===== src/rtl/smb_rd_pkg.sv =====
package smb_rd_pkg;
  localparam int BYTE_W = 8;

  typedef enum logic [2:0] {
    ST_IDLE, ST_ADDR, ST_AACK, ST_DATA, ST_DMACK, ST_PEC, ST_PMACK, ST_HOLD
  } smb_st_e;

  function automatic logic [7:0] crc8_step(input logic [7:0] crc, input logic [7:0] b);
    logic [7:0] c;
    c = crc ^ b;
    for (int i = 0; i < 8; i++) c = c[7] ? ((c << 1) ^ 8'h07) : (c << 1);
    return c;
  endfunction
endpackage


===== src/rtl/smb_bus_sense.sv =====
module smb_bus_sense #(
  parameter int SYNC = 2
) (
  input  logic clk_i,
  input  logic rst_ni,
  input  logic scl_i,
  input  logic sda_i,
  output logic scl_o,
  output logic sda_o,
  output logic scl_rise_o,
  output logic scl_fall_o,
  output logic start_o,
  output logic stop_o
);
  logic [SYNC-1:0] scl_sh, sda_sh;
  logic scl_q, sda_q;

  always_ff @(posedge clk_i or negedge rst_ni) begin
    if (!rst_ni) begin
      scl_sh <= '1;
      sda_sh <= '1;
      scl_q  <= 1'b1;
      sda_q  <= 1'b1;
    end else begin
      scl_sh <= {scl_sh[SYNC-2:0], scl_i};
      sda_sh <= {sda_sh[SYNC-2:0], sda_i};
      scl_q  <= scl_sh[SYNC-1];
      sda_q  <= sda_sh[SYNC-1];
    end
  end

  assign scl_o      = scl_sh[SYNC-1];
  assign sda_o      = sda_sh[SYNC-1];
  assign scl_rise_o = scl_o & ~scl_q;
  assign scl_fall_o = ~scl_o & scl_q;
  // SDA edge while SCL stays high
  assign start_o    = scl_o & scl_q & sda_q & ~sda_o;
  assign stop_o     = scl_o & scl_q & ~sda_q & sda_o;
endmodule


===== src/rtl/smb_ptr_reg.sv =====
module smb_ptr_reg #(
  parameter int PTR_W = 8
) (
  input  logic             clk_i,
  input  logic             rst_ni,
  input  logic             ld_i,
  input  logic [PTR_W-1:0] ptr_i,
  output logic [PTR_W-1:0] ptr_o
);
  always_ff @(posedge clk_i or negedge rst_ni) begin
    if (!rst_ni)   ptr_o <= '0;
    else if (ld_i) ptr_o <= ptr_i;
  end
endmodule


===== src/rtl/smb_rd_fsm.sv =====
module smb_rd_fsm
  import smb_rd_pkg::*;
#(
  parameter logic [6:0] DEV_ADDR = 7'h2C
) (
  input  logic              clk_i,
  input  logic              rst_ni,
  input  logic              sda_s_i,
  input  logic              scl_rise_i,
  input  logic              scl_fall_i,
  input  logic              start_i,
  input  logic              stop_i,
  input  logic [BYTE_W-1:0] reg_data_i,
  output logic              sda_oe_o,
  output smb_st_e           st_o
);
  localparam logic [3:0] LAST_BIT = 4'd7;
  localparam logic [3:0] FULL     = 4'd8;
  localparam logic [7:0] RD_ADDR  = {DEV_ADDR, 1'b1};

  smb_st_e     st;
  logic [3:0]  cnt;
  logic [7:0]  sh;
  logic [7:0]  crc;
  logic        ack_q;

  always_ff @(posedge clk_i or negedge rst_ni) begin
    if (!rst_ni) begin
      st    <= ST_IDLE;
      cnt   <= '0;
      sh    <= '0;
      crc   <= '0;
      ack_q <= 1'b0;
    end else if (start_i) begin
      st  <= ST_ADDR;
      cnt <= '0;
      crc <= '0;
    end else if (stop_i) begin
      st <= ST_IDLE;
    end else begin
      unique case (st)
        ST_ADDR: begin
          if (scl_rise_i) begin
            sh  <= {sh[6:0], sda_s_i};
            cnt <= cnt + 4'd1;
          end else if (scl_fall_i && cnt == FULL) begin
            if (sh == RD_ADDR) begin
              st  <= ST_AACK;
              crc <= crc8_step(crc, sh);
            end else begin
              st <= ST_HOLD;
            end
          end
        end
        ST_AACK: if (scl_fall_i) begin
          sh  <= reg_data_i;
          crc <= crc8_step(crc, reg_data_i);
          cnt <= '0;
          st  <= ST_DATA;
        end
        ST_DATA, ST_PEC: if (scl_fall_i) begin
          if (cnt == LAST_BIT) begin
            st <= (st == ST_DATA) ? ST_DMACK : ST_PMACK;
          end else begin
            sh  <= sh << 1;
            cnt <= cnt + 4'd1;
          end
        end
        ST_DMACK: begin
          if (scl_rise_i) ack_q <= ~sda_s_i;
          else if (scl_fall_i) begin
            if (ack_q) begin
              sh  <= crc;
              cnt <= '0;
              st  <= ST_PEC;
            end else begin
              st <= ST_HOLD;
            end
          end
        end
        ST_PMACK: if (scl_fall_i) st <= ST_HOLD;
        default: ;
      endcase
    end
  end

  always_comb begin
    unique case (st)
      ST_AACK:         sda_oe_o = 1'b1;
      ST_DATA, ST_PEC: sda_oe_o = ~sh[7];
      default:         sda_oe_o = 1'b0;
    endcase
  end

  assign st_o = st;
endmodule


===== src/rtl/smb_rdpec_slave.sv =====
module smb_rdpec_slave
  import smb_rd_pkg::*;
#(
  parameter int         PTR_W    = 8,
  parameter int         SYNC     = 2,
  parameter logic [6:0] DEV_ADDR = 7'h2C
) (
  input  logic              clk_i,
  input  logic              rst_ni,
  input  logic              scl_i,
  input  logic              sda_i,
  output logic              sda_oe_o,
  input  logic              ptr_ld_i,
  input  logic [PTR_W-1:0]  ptr_i,
  output logic [PTR_W-1:0]  reg_addr_o,
  input  logic [BYTE_W-1:0] reg_data_i
);
  logic scl_s, sda_s, scl_rise, scl_fall, start_det, stop_det;
  smb_st_e st;

  smb_bus_sense #(.SYNC(SYNC)) u_sense (
    .clk_i, .rst_ni, .scl_i, .sda_i,
    .scl_o(scl_s), .sda_o(sda_s),
    .scl_rise_o(scl_rise), .scl_fall_o(scl_fall),
    .start_o(start_det), .stop_o(stop_det)
  );

  smb_ptr_reg #(.PTR_W(PTR_W)) u_ptr (
    .clk_i, .rst_ni, .ld_i(ptr_ld_i), .ptr_i, .ptr_o(reg_addr_o)
  );

  smb_rd_fsm #(.DEV_ADDR(DEV_ADDR)) u_fsm (
    .clk_i, .rst_ni, .sda_s_i(sda_s),
    .scl_rise_i(scl_rise), .scl_fall_i(scl_fall),
    .start_i(start_det), .stop_i(stop_det),
    .reg_data_i, .sda_oe_o, .st_o(st)
  );
endmodule


===== config.mk =====
export PLATFORM = sky130hd
export DESIGN_NAME = smb_rdpec_slave
export DESIGN_NICKNAME = d
export VERILOG_FILES = /design/src/rtl/smb_rd_pkg.sv /design/src/rtl/smb_bus_sense.sv /design/src/rtl/smb_ptr_reg.sv /design/src/rtl/smb_rd_fsm.sv /design/src/rtl/smb_rdpec_slave.sv
export SDC_FILE = /design/constraint.sdc
export NUM_CORES = 1
export LEC_CHECK = 0
export ABC_CLOCK_PERIOD_IN_PS = 5200
export BUFFER_PORTS_ARGS = -buffer_cell sky130_fd_sc_hd__buf_2
export CAP_MARGIN = 20
export CORE_MARGIN = 10
export CORE_UTILIZATION = 25
export DETAILED_ROUTE_END_ITERATION = 10
export GPL_ROUTABILITY_DRIVEN = 0
export PLACE_DENSITY_LB_ADDON = 0.25
export SLEW_MARGIN = 15
export SYNTH_ARGS = -nofsm -noshare
export SYNTH_HDL_FRONTEND = slang
export SYNTH_HIERARCHICAL = 1
export SYNTH_SLANG_ARGS = --single-unit

===== constraint.sdc =====
create_clock -name clk_i -period 5.2 [get_ports clk_i]
set_clock_uncertainty 0.1 [all_clocks]
set_input_delay 1.3 -clock clk_i [delete_from_list [all_inputs] [get_ports clk_i]]
set_output_delay 1.3 -clock clk_i [all_outputs]
set_load 0.02 [all_outputs]

Word-level counts from Yosys, hierarchy flattened
Index checks and enable logic that the tools add are counted.

word-level totals
  register bits after elaboration = 38
  output and inout bits = 9
  logic and storage cells = 145
  input bits = 21

cells by class
  multiplexer cells = 56
  bitwise gates (word level) = 32
  reductions and logical operators = 11
  equal/unequal tests = 35
  add/sub/neg operators = 1

operators with widths
  cell                                                                     count
  8-bit two-way mux                                                        13
  3-bit two-way mux                                                        27
  3-bit inverter                                                           16
  4-bit two-way mux                                                        9
  8-bit case mux with 4 select lines                                       1
  4-bit by 3-bit inequality test with 1-bit output, second input constant  6
  3-bit by 2-bit inequality test with 1-bit output, second input constant  6
  9-bit AND reduction                                                      2
  4-bit case mux with 4 select lines                                       1
  8-bit case mux with 2 select lines                                       1
  8-bit XOR                                                                2
  3-bit case mux with 5 select lines                                       1
  3-bit inequality test, second input constant                             4
  10-bit AND reduction                                                     1
  3-bit == test, second input constant                                     3
  8-bit by 7-bit == test with 1-bit output, second input constant          1
  2-bit by 1-bit inequality test with 1-bit output, second input constant  4
  2-bit inequality test, second input constant                             4
  4-bit inequality test, second input constant                             2
  1-bit AND                                                                7
  1-bit inverter                                                           7
  7-bit nonzero test                                                       1
  3-bit by 2-bit == test with 1-bit output, second input constant          2
  6-bit AND reduction                                                      1
  other kinds (12)                                                         13

Longest topological paths before layout
  word-level depth = 23
  gate-level depth with buffers = 9
  gate-level depth less buffers = 7

Cells and area by module
Netlist, hierarchy kept.

modules (own cells, without submodules)
  module         area each (um2)  seq. area each (um2)  cells each  instances
  smb_rd_fsm     2,135.8          600.6                 235         1
  smb_ptr_reg    331.6            200.2                 17          1
  smb_bus_sense  190.2            157.7                 10          1

Worst setup path before layout
OpenSTA, ideal clock, no wires.

  path type = in2reg
  start point = input port reg_data_i[7]
  end point = register u_fsm.crc[2]
  arrival time = 2.574 ns
  path buffers = 0
  cell stages on the path = 6
  setup slack = 2.423 ns
  library setup time = 0.103 ns
  path through = xnor3_1 > xor2_1 > xnor2_2 > xnor2_1 > a21o_1 > o41ai_2

on the way
  longest elaborated chain between the ends = 9
  elaborated cells between the ends (all ways) = 11

ends and longest elaborated chain
  item                                                           RTL line               source
  start: declaration                                             smb_rdpec_slave.sv:16  input logic [BYTE_W-1:0] reg_data_i
  8-bit XOR *                                                    smb_rd_pkg.sv:10       c = crc ^ b;
  3-bit two-way mux *                                            smb_rd_pkg.sv:11       for (int i = 0; i < 8; i++) c = c[7] ? ((c << 1) ^ 8'h07) : (c << 1);
  3-bit two-way mux or 3-bit inverter (tied branches)            n/a
  3-bit inverter (no line) or 3-bit two-way mux (tied branches)  n/a
  3-bit two-way mux *                                            smb_rd_pkg.sv:11
  8-bit two-way mux *                                            smb_rd_fsm.sv:55       ST_AACK: if (scl_fall_i) begin
  8-bit case mux with 2 select lines *                           smb_rd_fsm.sv:41       unique case (st)
  8-bit two-way mux *                                            smb_rd_fsm.sv:38       end else if (stop_i) begin
  8-bit two-way mux *                                            smb_rd_fsm.sv:34       end else if (start_i) begin
  end signal: assignment                                         smb_rd_fsm.sv:49       crc <= crc8_step(crc, sh);
  end signal: assignment                                         smb_rd_fsm.sv:57       crc <= crc8_step(crc, reg_data_i);
  end: declaration                                               smb_rd_fsm.sv:24       logic [7:0] crc;

Mark *: on every way between the ends. The rest lies on a longest branch, timed or not. The select of a mux whose other input is x is not followed.
A chain may end at the register's enable or synchronous reset.

Worst setup path in the final report
  start point = register u_fsm.st[2] (netlist: u_fsm/st_o[2])
  end point = output port sda_oe_o

on the way
  longest elaborated chain between the ends = 3
  elaborated cells between the ends (all ways) = 5

ends and longest elaborated chain
  item                                                                       RTL line               source
  start: declaration                                                         smb_rd_fsm.sv:21       smb_st_e st;
  start signal: assignment                                                   smb_rd_fsm.sv:63       st <= (st == ST_DATA) ? ST_DMACK : ST_PMACK;
  3-bit == test or 3-bit by 2-bit == test with 1-bit output (tied branches)  smb_rd_fsm.sv:88       unique case (st)
  2-bit OR reduction                                                         smb_rd_fsm.sv:88
  1-bit case mux with 2 select lines *                                       smb_rd_fsm.sv:88
  end: declaration                                                           smb_rdpec_slave.sv:12  output logic sda_oe_o,

Mark *: on every way between the ends. The rest lies on a longest branch, timed or not.

==> impl_metrics.toml <==
[status]
status = "finished, final reports clean"

[clocking]
cts_setup_buffers = 0
post_cts_resized = 0
cts.sinks = 38
tritoncts = "built"
clk_pin_slew_ns = 0.08
max-clock-path-buffers = 2
numCtsBuffers = 5
ctsHoldBuffers = 0
insertion_delay_ns = 0.30
h-tree-depth = 2
root_buffer = "clkbuf_8"

[global_routing]
grt_max_degree = 39
grt_pass1_wl_mm = 10.8
grt.overflow.total = 0
antenna_found_initial = 0
grt_pass1_vias = 2060
grt_util_all_layers_pct = 8.88

[critical_path]
cp_max_fo = 27
path_cells = "inv_1, nor2_1, a32o_1, buf_2"
r2r_start = "u_sense/scl_q"
worst_setup_path_start_kind = "flop"
crit_type = "reg -> out"
required_ns = 3.80
slowest_stage = "dfrtp_1"
crit_family = "flip-flops"
cpPeakStageDelay_ns = 0.86
reg2reg_to = "u_fsm/st_o[2]"
ff2ff_setup_slack_ns = 2.45
r2r_cells = 7
path_buf_inv = 2
crit_path_start = "u_fsm/st_o[2]"
worstSetupEndpointType = "primary output"
cp.arrival_ns = 1.96

[floorplan]
pin_count = 30
coreArea_sq_um = 10300
die_w_um = 123
die_h_um = 123
dieArea_sq_um = 15200
start_util_pct = 25.7
rows = 37

[power]
seq_power_share_pct = 28.6
pwr-share-comb_pct = 55.2
p_int_w = 0.00113
pwr-share-clk_pct = 16.2
p_leak_nw = 1.34
ir_worst_vdd_uv = 255
powerDensity_nw_per_um2 = 648
swShare_pct = 42.6
power.switching_w = 0.000835

[finish]
diodes = 0
final_nets = 300
finalInstanceArea_sq_um = 3030
drive_gt1_share_pct = 21.6
areaGrowthSynthToFinish_pct = 13.9
final_util_pct = 29.3

[timing]
grt_setup_unrepaired = "no"
period_needed_ns = 3.36
setup_slack_ns = 1.84
tightest_slew_ns = 1.03
fin_setup_tns_ns = 0
hold_viol = 0
relSlewSlack_pct = 31.2
finalSetupViolCount = 0
report.final.slew_viol_count = 0
max_freq_ghz = 0.298
period_share_pct = 64.5

[placed_design]
place_hpwl_mm = 4.80
placed_cell_area_sq_um = 2880
port_buffers = 29
post-place-ws_ns = 2.16

[routing]
wl_per_cell_um = 15.8
firstDrtPassIters = 4
via_per_inst = 4.84
drt_iter0_drc = 122
wirelength_mm = 6.53
vias = 2003
postRouteAntennaNets = 0
drc = 0

[synthesis]
synth_edf_count = 0
postSynthCellCount = 262
synthFlopType = "dfrtp_1"
synthesis.nets = 285
yosys.area.top_type = "dfrtp_1"
synth.distinct_cells = 49
synth_top_cell_area_share_pct = 30.1
synthesis.area_sq_um = 2660
ys_ff_latch = 38
yosysWarnings = 6
seq_area_frac_synth_pct = 36.1
async_reset_ff_share_pct = 100
yosys-top-cells-area = "dfrtp_1 (30%), xnor3_1 (9.3%), dfstp_2 (5.9%)"
syn_avg_cell_area_sq_um = 10.1

[hold_path]
hp-class = "reg -> reg"
hold-path-cell-count = 0
min_to = "u_sense/scl_sh[1]"
min-delay-start = "u_sense/scl_sh[0]"

[flow_run]
cap_violations = 0
-- logic make-up (layout without fill, tap and decap cells) --
family | count (synthesis) | in the layout | share of synthesized area (%)
xor gates and xnor gates | 39 | 39 | 19.1
muxes | 21 | 21 | 9.42
and+or+nand+nor | 70 | 70 | 13.7
AOI/OAI and AO/OA | 65 | 65 | 16.6
DFF | 38 | 38 | 36.1
buffers and inverters | 27 | 43 | 4.19
adders and majority gates | 2 | 2 | 0.941
-- stage by stage --
stage	hold slack [ns]	total power (W)	instances
floorplan	0.245	0.00144	262
global placement	0.248	0.00165	406
detailed placement	0.249	0.00164	406
CTS	0.261	0.00198	414
global route	0.262	0.00214	414
finish	0.259	0.00196	414
-- power groups by stage --
stage	clock [W]	combinational [W]	sequential (W)
final	0.000318	0.00108	0.000560
after global routing	0.000340	0.00122	0.000582
after CTS	0.000331	0.00109	0.000557
after detailed placement	0	0.00108	0.000560
after global placement	0	0.00108	0.000563
after floorplan	0	0.000998	0.000446
-- cell usage in the layout (no fill, tap or decap), types with 2 or more instances in the layout --
cell type  instances
and4b_1            2
o22ai_1            7
a221oi_1           2
or2_2              2
o221ai_1           7
bufinv_16          2
xnor2_2            2
xor2_1             8
mux2_4             8
dfstp_2            6
nand3b_1           2
a21oi_1            6
nand2_1           19
nand2b_1           2
o21ai_0           23
o21ai_1            3
inv_1              6
o2bb2ai_1          2
nand4_1            2
dfrtp_1           32
nor3_1             3
xnor3_1           11
nor4_1             2
xnor2_1           18
buf_2             29
ha_1               2
nor2b_1            7
o21bai_1           2
nor2_1            13
a21o_1             4
clkbuf_8           6
nand3_1           10
mux2i_1           13
-- worst register-to-register path: stages, from the launching register on --
cell and delay (ns):
dfstp_2 0.55, nor2b_1 0.33, nor2b_1 0.28, nand4_1 0.20, a21o_1 0.21, a221oi_2 0.44, o21ai_1 0.12, a2111oi_1 0.41
-- worst max-delay path by stage --
stage	to	slack [ns]	cells after the start
after floorplan	u_fsm/crc[2]	2.42	6
after global placement	u_fsm/crc[2]	2.20	7
after detailed placement	u_fsm/crc[2]	2.16	7
after CTS	sda_oe_o	1.88	4
after global routing	sda_oe_o	1.71	4
final	sda_oe_o	1.84	4
-- routing by layer --
metal	up-vias	GRT usage (%)	part of all wire, %
li1	967	-	-
met5	-	0	0
met3	7	1.73	4.9
met4	0	2.77	1.4
met1	974	12.1	47
met2	55	13.9	47
-- final cells by class --
class,instances,area [sq um]
Sequential cell,38,958
Timing Repair Buffer,29,145
Multi-Input combinational cell,197,1590
Inverter,6,22.5
Fill cell,1100,7300
Clock buffer,6,82.6
Clock inverter,2,60.1
Tap cell,136,170
-- synth_stat cells, types with 3 or more instances --
cell type	n
buf_1	3
o221ai_1	7
a21o_1	4
mux2i_1	13
clkbuf_1	15
xnor2_1	18
dfstp_2	6
o21ai_0	23
a21oi_1	6
o21ai_1	3
nor2_1	13
xnor3_1	11
nor2b_1	7
mux2_4	8
nor3_1	3
nand3_1	10
inv_1	6
o22ai_1	7
nand2_1	19
dfrtp_1	32
xor2_1	8
-- flip-flops by register name (all words and copies together) (netlist names) --
name,count
u_sense/scl_sh,2
u_fsm/crc,8
u_sense/sda_sh,2
u_sense/sda_q,1
u_sense/scl_q,1
u_ptr/ptr_o,8
u_fsm/sh,8
u_fsm/cnt,4
u_fsm/st_o,3
u_fsm/ack_q,1
Power figures use the tool's default switching activity.
